<file path="src/rtl/vls_addr_seq.sv">
module vls_addr_seq #(
  parameter int MAXVL = 8,
  localparam int IW = $clog2(MAXVL),
  localparam int CW = $clog2(MAXVL + 1)
) (
  input  logic             clk,
  input  logic             rst_n,
  input  logic             start,
  input  logic [CW-1:0]    vl,
  input  logic [MAXVL-1:0] src_mask,
  input  logic [MAXVL-1:0] dst_mask,
  input  logic             base_is_vec,
  input  logic             dst_is_vec,
  input  logic             upd_en,
  input  logic             upd_is_vec,
  input  logic             shift_sel,
  input  logic             stride_sel,
  input  logic [63:0]      imm,
  input  logic [5:0]       shamt,
  input  logic [1:0]       width_log2,
  input  logic             cache_inh,
  output logic [IW-1:0]    rf_idx,
  input  logic [63:0]      rf_base,
  output logic             req_valid,
  input  logic             req_ready,
  output logic [63:0]      req_addr,
  output logic [IW-1:0]    req_dst_idx,
  output logic             req_bcast,
  output logic             req_upd_we,
  output logic [IW-1:0]    req_upd_idx,
  output logic             done
);

  logic             run, done_q;
  logic [CW-1:0]    c_vl, si, di, ui;
  logic [MAXVL-1:0] c_sm, c_dm;
  logic             c_bv, c_dv, c_ue, c_uv, c_shf, c_els, c_ci;
  logic [63:0]      c_imm;
  logic [5:0]       c_sh;
  logic [1:0]       c_w;

  function automatic logic [CW-1:0] seek(input logic [MAXVL-1:0] m, input logic [CW-1:0] from);
    seek = CW'(MAXVL);
    for (int k = MAXVL - 1; k >= 0; k--)
      if (CW'(k) >= from && m[k]) seek = CW'(k);
  endfunction

  logic [CW-1:0] ei, ej, eu;
  logic          live, fire, last, splat, imm_nz;
  logic [63:0]   eix, prod;

  assign ei     = c_bv ? seek(c_sm, si) : si;
  assign ej     = c_dv ? seek(c_dm, di) : di;
  assign eu     = c_uv ? seek(c_sm, ui) : ui;
  assign live   = run && (ei < c_vl) && (ej < c_vl) && (!c_ue || eu < c_vl);
  assign imm_nz = |c_imm;
  assign splat  = !c_shf && !c_bv && c_els && !imm_nz;
  assign eix    = 64'(ei);
  assign prod   = eix * c_imm;

  assign rf_idx      = c_bv ? ei[IW-1:0] : '0;
  assign req_valid   = live;
  assign req_dst_idx = ej[IW-1:0];
  assign req_upd_idx = eu[IW-1:0];
  assign req_upd_we  = live && c_ue;
  assign req_bcast   = splat && !c_ci;
  assign done        = done_q;
  assign fire        = live && req_ready;
  assign last        = !c_dv || req_bcast;

  always_comb begin
    if (c_shf)        req_addr = rf_base + (prod << c_sh);
    else if (c_bv)    req_addr = rf_base + c_imm;
    else if (!c_els)  req_addr = rf_base + c_imm + (eix << c_w);
    else if (imm_nz)  req_addr = rf_base + prod;
    else              req_addr = rf_base;
  end

  always_ff @(posedge clk) begin
    if (!rst_n) begin
      run    <= 1'b0;
      done_q <= 1'b0;
      si     <= '0;
      di     <= '0;
      ui     <= '0;
      c_vl   <= '0;
      c_sm   <= '0;
      c_dm   <= '0;
      c_bv   <= 1'b0;
      c_dv   <= 1'b0;
      c_ue   <= 1'b0;
      c_uv   <= 1'b0;
      c_shf  <= 1'b0;
      c_els  <= 1'b0;
      c_ci   <= 1'b0;
      c_imm  <= '0;
      c_sh   <= '0;
      c_w    <= '0;
    end else begin
      done_q <= 1'b0;
      if (!run) begin
        if (start) begin
          run   <= 1'b1;
          si    <= '0;
          di    <= '0;
          ui    <= '0;
          c_vl  <= vl;
          c_sm  <= src_mask;
          c_dm  <= dst_mask;
          c_bv  <= base_is_vec;
          c_dv  <= dst_is_vec;
          c_ue  <= upd_en;
          c_uv  <= upd_is_vec;
          c_shf <= shift_sel;
          c_els <= stride_sel;
          c_ci  <= cache_inh;
          c_imm <= imm;
          c_sh  <= shamt;
          c_w   <= width_log2;
        end
      end else if (fire) begin
        si <= ei + CW'(1);
        if (c_dv) di <= ej + CW'(1);
        if (c_uv) ui <= eu + CW'(1);
        if (last) begin
          run    <= 1'b0;
          done_q <= 1'b1;
        end
      end else if (!live) begin
        run    <= 1'b0;
        done_q <= 1'b1;
      end
    end
  end

endmodule

</file>
<file path="config.mk">
export PLATFORM = sky130hd
export DESIGN_NAME = vls_addr_seq
export DESIGN_NICKNAME = d
export VERILOG_FILES = /design/src/rtl/vls_addr_seq.sv
export SDC_FILE = /design/constraint.sdc
export NUM_CORES = 2
export LEC_CHECK = 0
export BUFFER_PORTS_ARGS = -buffer_cell sky130_fd_sc_hd__buf_2
export CORE_AREA = 2 2 333 335
export CTS_CLUSTER_DIAMETER = 80
export DETAILED_ROUTE_END_ITERATION = 10
export DIE_AREA = 0 0 335 337
export PLACE_DENSITY_LB_ADDON = 0.15
export SYNTH_ARGS = -nofsm -noshare
export SYNTH_HDL_FRONTEND = slang
export SYNTH_SLANG_ARGS = --single-unit
</file>
<file path="constraint.sdc">
create_clock -name clk -period 13.9 [get_ports clk]
set_input_delay 2.085 -clock clk [delete_from_list [all_inputs] [get_ports clk]]
set_output_delay 2.085 -clock clk [all_outputs]
set_load 0.02 [all_outputs]
</file>
### Word-level counts from Yosys, hierarchy flattened

Index checks and enable logic that the tools add are counted.

* register bits after elaboration: 113
* bits in latches: 0
* RAM bits: 0
* ROM bits: 0
* input bits: 167
* output and inout port bits: 77
* memories kept: 0

* add/sub/neg operators: 7
* multiply operators: 1
* div/mod/pow operators: 0
* $lt $le $gt $ge: 27
* equal/unequal tests: 3
* shift-type cells: 2
* mux-type cells: 49
* bitwise gates (word level): 1
* reductions and logical operators: 48

Operators by type and width (count)
* $add 64x64->64: 4
* $mux 64: 4
* $mux 4: 36
* $mul 4x64->64: 1
* $reduce_or 64->1: 1
* $shl 4x2->64: 1
* $shl 64x6->64: 1
* $ge 3x4->1 const A: 12
* $logic_and 1x1->1: 33
* $ge 1x4->1 const A: 6
* $ge 2x4->1 const A: 6
* $add 4x1->4 const B: 3
* $lt 4x4->1: 3
* $mux 1: 8
* $logic_not 1->1: 6
* $ne 2x1->1 const B: 3
* $reduce_and 2->1: 3
* $reduce_and 3->1: 2
* $mux 3: 1
* $logic_or 1x1->1: 2
* $reduce_bool 2->1: 1
* $not 1->1: 1

### Depth between registers and ports, before layout

* depth after elaboration: 18
* mapped depth: 47
* gate-level depth less buffers: 42

### Worst setup path after synthesis

Ideal clock, no wire load.

* path type: flip-flop to output port
* from: register si[2]
* to: output port req_addr[59]
* arrival: 9.457 ns
* path slack: 2.358 ns
* stages on the path, launching flop included: 42
* buffers on the path: 4
* path through: dfxtp_1 clkbuf_1 a21boi_0 o21a_1 o31ai_1 and3_1 a21oi_1 inv_1 clkbuf_1 clkbuf_1 nand2_1 fa_1 fa_1 fa_1 nor2b_1 o21ai_0 a211oi_1 o211ai_1 [... 6 more ...] mux2i_1 nor2_1 nor2_1 o21ai_0 ha_1 clkbuf_1 a21o_1 a21o_1 a21o_1 or3_1 o22a_1 a21o_1 o41ai_1 o21ai_0 nor4_1 nor3_1 xnor2_1 a2bb2oi_1

* longest elaborated chain between the ends: 17

RTL lines
* start, declared: RTL line 35 `logic [CW-1:0] c_vl, si, di, ui;`
* start signal, assigned: RTL line 122 `si <= ei + CW'(1);`
* $ge 3x4->1: RTL line 45 `if (CW'(k) >= from && m[k]) seek = CW'(k);`
* $logic_and 1x1->1: RTL line 45
* $mux 4 (8 in a row): RTL line 45
* $mux 4 (*): RTL line 52 `assign ei = c_bv ? seek(c_sm, si) : si;`
* parallel branches: the longest is 5 deep, another holds $mul 4x64->64
* $mux 64 (*): RTL line 72 `if (c_shf) req_addr = rf_base + (prod << c_sh);`
* end, declared: RTL line 26 `output logic [63:0] req_addr,`

Mark *: on every way between the ends.

### Worst setup path in the final report

* from: register si[2]
* to: output port req_addr[63]

The elaborated chain is that of the path after synthesis.

==> summary.md <==
| Metric | Value |
|---|---|
| Clock Skew | `0.00939 ns` |
| Die extent in x | `335 um` |
| Hold crit path type | `reg2reg` |
| Number of clock buffers inserted by TritonCTS | `17` |
| Post-synthesis async set-or-reset flop share | `0%` |
| Nets in the synthesized netlist | `5,306` |
| Start point of the critical path | `si[2]` |
| Number of post-CTS setup repair buffers | `0` |
| Post-synth design cell area | `32,600 um^2` |
| IO Pins | `244` |
| Result of the run | `complete, no violations` |
| Vertical extent of the die | `337 um` |
| Antenna Nets Post-Route | `0` |
| Largest fanout on the critical path | `26` |
| Fill count | `12,200` |
| Most frequent CP cell | `sky130_fd_sc_hd__a21oi_1` |
| Unrepaired setup endpoints after global routing | `yes` |
| Clk Latency, worst-skew pair | `0.45 ns` |
| Portion of the post-synthesis area used by sequential elements | `6.93%` |
| Fraction of layout instances using a drive strength above 1 | `9.88%` |
| Reg-to-reg setup timing slack | `9.56 ns` |
| Aggregate negative setup slack | `0 ns` |
| Crit path max-delay cell type | `sky130_fd_sc_hd__fa_1` |
| Total routing usage reported by global routing | `25.8%` |
| Number of cell rows | `122` |
| Final min period | `13.26 ns` |
| Final routed wire length divided by cell count | `24.0 um` |
| Clock buffer depth | `2` |
| Fmax | `0.0754 GHz` |
| Capture point of the worst reg-to-reg path | `di[0]` |
| Number of DRC violations after detailed-routing iteration 0 | `3,058` |
| Tot Pwr | `2.20 mW` |
| Cell family contributing the most delay on the critical path | `compound AO/OA/AOI/OAI gates` |
| CTS tree | `built` |
| Global-route wire length before repair | `222,000 um` |
| Largest net degree at the start of global routing | `75` |
| Final setup vio count | `0` |
| Register clock-pin slew on the reported worst setup and hold paths | `0.06 ns` |
| Initial core utilization | `29.8%` |
| Max-cap check violation count | `0` |
| Sum of buffers and inverters on the critical path | `7` |
| Placeable core region | `110,000 um^2` |
| Critical path arrival | `11.18 ns` |
| DR DRC count | `0` |
| Count of unique library cells instantiated by Yosys | `106` |
| Final cycle utilization of the critical path | `95.4%` |
| Dominant synthesized flop cell | `sky130_fd_sc_hd__dfxtp_1` |
| Capturing element of the worst setup path | `req_addr[63]` |
| Max-Slew Margin vs Limit | `30.0%` |
| Final slew viol count | `0` |
| Total wire length | `150,000 um` |
| # H-tree levels | `4` |
| Total leakage power | `16.4 nW` |
| Length in cells of the worst reg-to-reg path | `13` |
| Synthesized instance count | `4,741` |
| Via count of the first global-routing pass | `34,100` |
| Slowest stage delay, CP | `0.54 ns` |
| Growth of design area from synthesis to finish | `10.2%` |
| Cell at the root of the clock tree | `sky130_fd_sc_hd__clkbuf_16` |
| RR Startpoint | `si[1]` |
| Critical path capture point type | `output port` |
| Detailed Routing Iterations Pass 1 | `6` |
| Vias | `35,900` |
| Utilization after layout | `32.8%` |
| Count of flip-flops with a built-in enable after synthesis | `0` |
| Count of hold buffers inserted by post-cts repair | `0` |
| Routability cong. | `0.971` |
| Antenna violations before repair | `11` |
| Synthesis-stage register bit count | `113` |
| Kind of start point of the critical path | `flop` |
| Max VDD drop | `0.0826 mV` |
| Transition time at the pin with the least slew margin | `1.04 ns` |
| Detailed-placement wirelength estimate | `124,000 um` |
| Quantity of gates resized following cts | `1` |
| Power Dens Cells | `61.2 nW/um^2` |
| Type of the setup path with the least slack | `reg2out` |
| Number of logic stages on the critical path including buffering | `43` |
| Warnings, synthesis | `0` |
| Grt ovf | `0` |
| DIE AREA | `113,000 um^2` |
| Number of endpoints with negative hold slack in the final report | `0` |
| Critical Path RT | `11.81 ns` |
| Mapped Avg Cell Area | `6.88 um^2` |
| Total number of clock tree sinks | `113` |
| Number of buffer cells added on primary ports | `243` |
| Final #Nets | `5,379` |
| Ratio of routed vias to standard cells | `5.75` |
[worst min-delay path, stage by stage, from the launching register on]
cell                       delay (ns)
sky130_fd_sc_hd__dfxtp_1         0.31
sky130_fd_sc_hd__nand2_1         0.04
sky130_fd_sc_hd__a21boi_0        0.06
[cell families after synthesis]
kind of cell | after synthesis | share of synthesized area [%]
multiplexers | 154 | 5.87
XOR/XNOR | 228 | 6.17
buffers and inverters | 568 | 6.59
AO/OA/AOI/OAI | 1551 | 31.0
AND/OR/NAND/NOR | 1729 | 25.3
adder cells (fa/ha/maj) | 398 | 18.1
flip-flops | 113 | 6.93
[Yosys cell counts (45+ instances only)]
library cell / count / area, um^2
sky130_fd_sc_hd__a31oi_1: 45 / 282
sky130_fd_sc_hd__clkbuf_1: 219 / 822
sky130_fd_sc_hd__dfxtp_1: 113 / 2260
sky130_fd_sc_hd__nor2_1: 321 / 1200
sky130_fd_sc_hd__o21bai_1: 48 / 360
sky130_fd_sc_hd__inv_1: 310 / 1160
sky130_fd_sc_hd__fa_1: 125 / 2500
sky130_fd_sc_hd__and3_1: 50 / 313
sky130_fd_sc_hd__and2_1: 212 / 1330
sky130_fd_sc_hd__nand3_1: 86 / 430
sky130_fd_sc_hd__nand4_1: 64 / 400
sky130_fd_sc_hd__o21a_1: 46 / 345
sky130_fd_sc_hd__a21o_1: 153 / 1150
sky130_fd_sc_hd__xor2_1: 95 / 832
sky130_fd_sc_hd__a21oi_1: 427 / 2140
sky130_fd_sc_hd__o21ai_0: 295 / 1480
sky130_fd_sc_hd__a21boi_0: 123 / 923
sky130_fd_sc_hd__nand2_1: 691 / 2590
sky130_fd_sc_hd__a211oi_1: 68 / 510
sky130_fd_sc_hd__nor2b_1: 54 / 338
sky130_fd_sc_hd__ha_1: 273 / 3420
sky130_fd_sc_hd__mux2i_1: 99 / 991
sky130_fd_sc_hd__nor3_1: 89 / 445
sky130_fd_sc_hd__xnor2_1: 131 / 1150
[cell type report]
class | instances | area [um^2] | share of cell area (%)
Timing Repair Buffer | 308 | 1720 | 4.78
Clock buffer | 19 | 454 | 1.26
Sequential cell | 113 | 2280 | 6.33
Tap cell | 1426 | 1780 | 4.96
Inverter | 314 | 1180 | 3.28
Multi-Input combinational cell | 4060 | 28400 | 78.9
Clock inverter | 13 | 174 | 0.484
Antenna cell | 3 | 7.51 | 0.0209
[placed cells by master (no fill, tap or decap), types with 29 or more instances in the layout]
cell                       count
sky130_fd_sc_hd__nand2_1     690
sky130_fd_sc_hd__nand4_1      64
sky130_fd_sc_hd__mux2i_1      99
sky130_fd_sc_hd__inv_1       307
sky130_fd_sc_hd__o21bai_1     48
sky130_fd_sc_hd__and3_1       50
sky130_fd_sc_hd__a31oi_1      44
sky130_fd_sc_hd__o211ai_1     42
sky130_fd_sc_hd__o21ai_0     291
sky130_fd_sc_hd__xor2_1       95
sky130_fd_sc_hd__fa_1        125
sky130_fd_sc_hd__o21a_1       46
sky130_fd_sc_hd__buf_4        64
sky130_fd_sc_hd__dfxtp_1     106
sky130_fd_sc_hd__buf_2       243
sky130_fd_sc_hd__nor3_1       89
sky130_fd_sc_hd__xnor2_1     124
sky130_fd_sc_hd__a21oi_1     426
sky130_fd_sc_hd__a211oi_1     66
sky130_fd_sc_hd__a21boi_0    123
sky130_fd_sc_hd__nor4_1       31
sky130_fd_sc_hd__nor2b_1      53
sky130_fd_sc_hd__nand2b_1     30
sky130_fd_sc_hd__nor2_1      320
sky130_fd_sc_hd__and2_1      212
sky130_fd_sc_hd__a22oi_1      29
sky130_fd_sc_hd__ha_1        273
sky130_fd_sc_hd__a21o_1      153
sky130_fd_sc_hd__nand3_1      86
[routing by layer]
layer	track usage, %	part of all wire, %	up-vias	routed length, um
met2	42.1	45	1117	67900
met3	2.14	5.1	151	7680
met4	7.59	3.0	8	4520
met1	36.0	47	17500	70200
li1	-	-	17200	-
met5	0	0.032	-	48
[state kept, by name (all words and copies together), names as in the netlist]
signal and count:
c_shf 1, c_w 2, c_sh 6, si 4, c_imm 64, done 1, c_vl 4, c_ue 1
c_dm 8, di 4, c_dv 1, c_uv 1, c_ci 1, c_sm 8, ui 4, c_els 1
c_bv 1, run 1
[how the worst min path moves through the flow]
| stage | start | endpoint | depth (start not counted) |
|---|---|---|---|
| final | c_vl[3] | c_vl[3] | 2 |
| after detailed placement | c_vl[3] | c_vl[3] | 2 |
| after CTS | c_vl[3] | c_vl[3] | 2 |
| after global routing | c_vl[3] | c_vl[3] | 2 |
| after global placement | c_ci | c_ci | 2 |
| after floorplan | c_vl[3] | c_vl[3] | 2 |
[where the power goes]
| group | internal (mW) | switching, mW |
|---|---|---|
| clock | 0.295 | 0.192 |
| combinational | 0.455 | 0.854 |
| sequential | 0.342 | 0.0598 |
| total | 1.09 | 1.11 |
[metrics by stage]
step	instances	setup slack [ns]	hold slack, ns	cell area, um^2
after global placement	6221	0.496	0.459	35200
after detailed placement	6221	0.504	0.461	35200
after CTS	6253	0.0885	0.469	35900
after global routing	6253	-0.0253	0.490	35900
final	6256	0.638	0.466	35900
after floorplan	4741	2.36	0.443	32600
(Power assumes the default switching activity.)
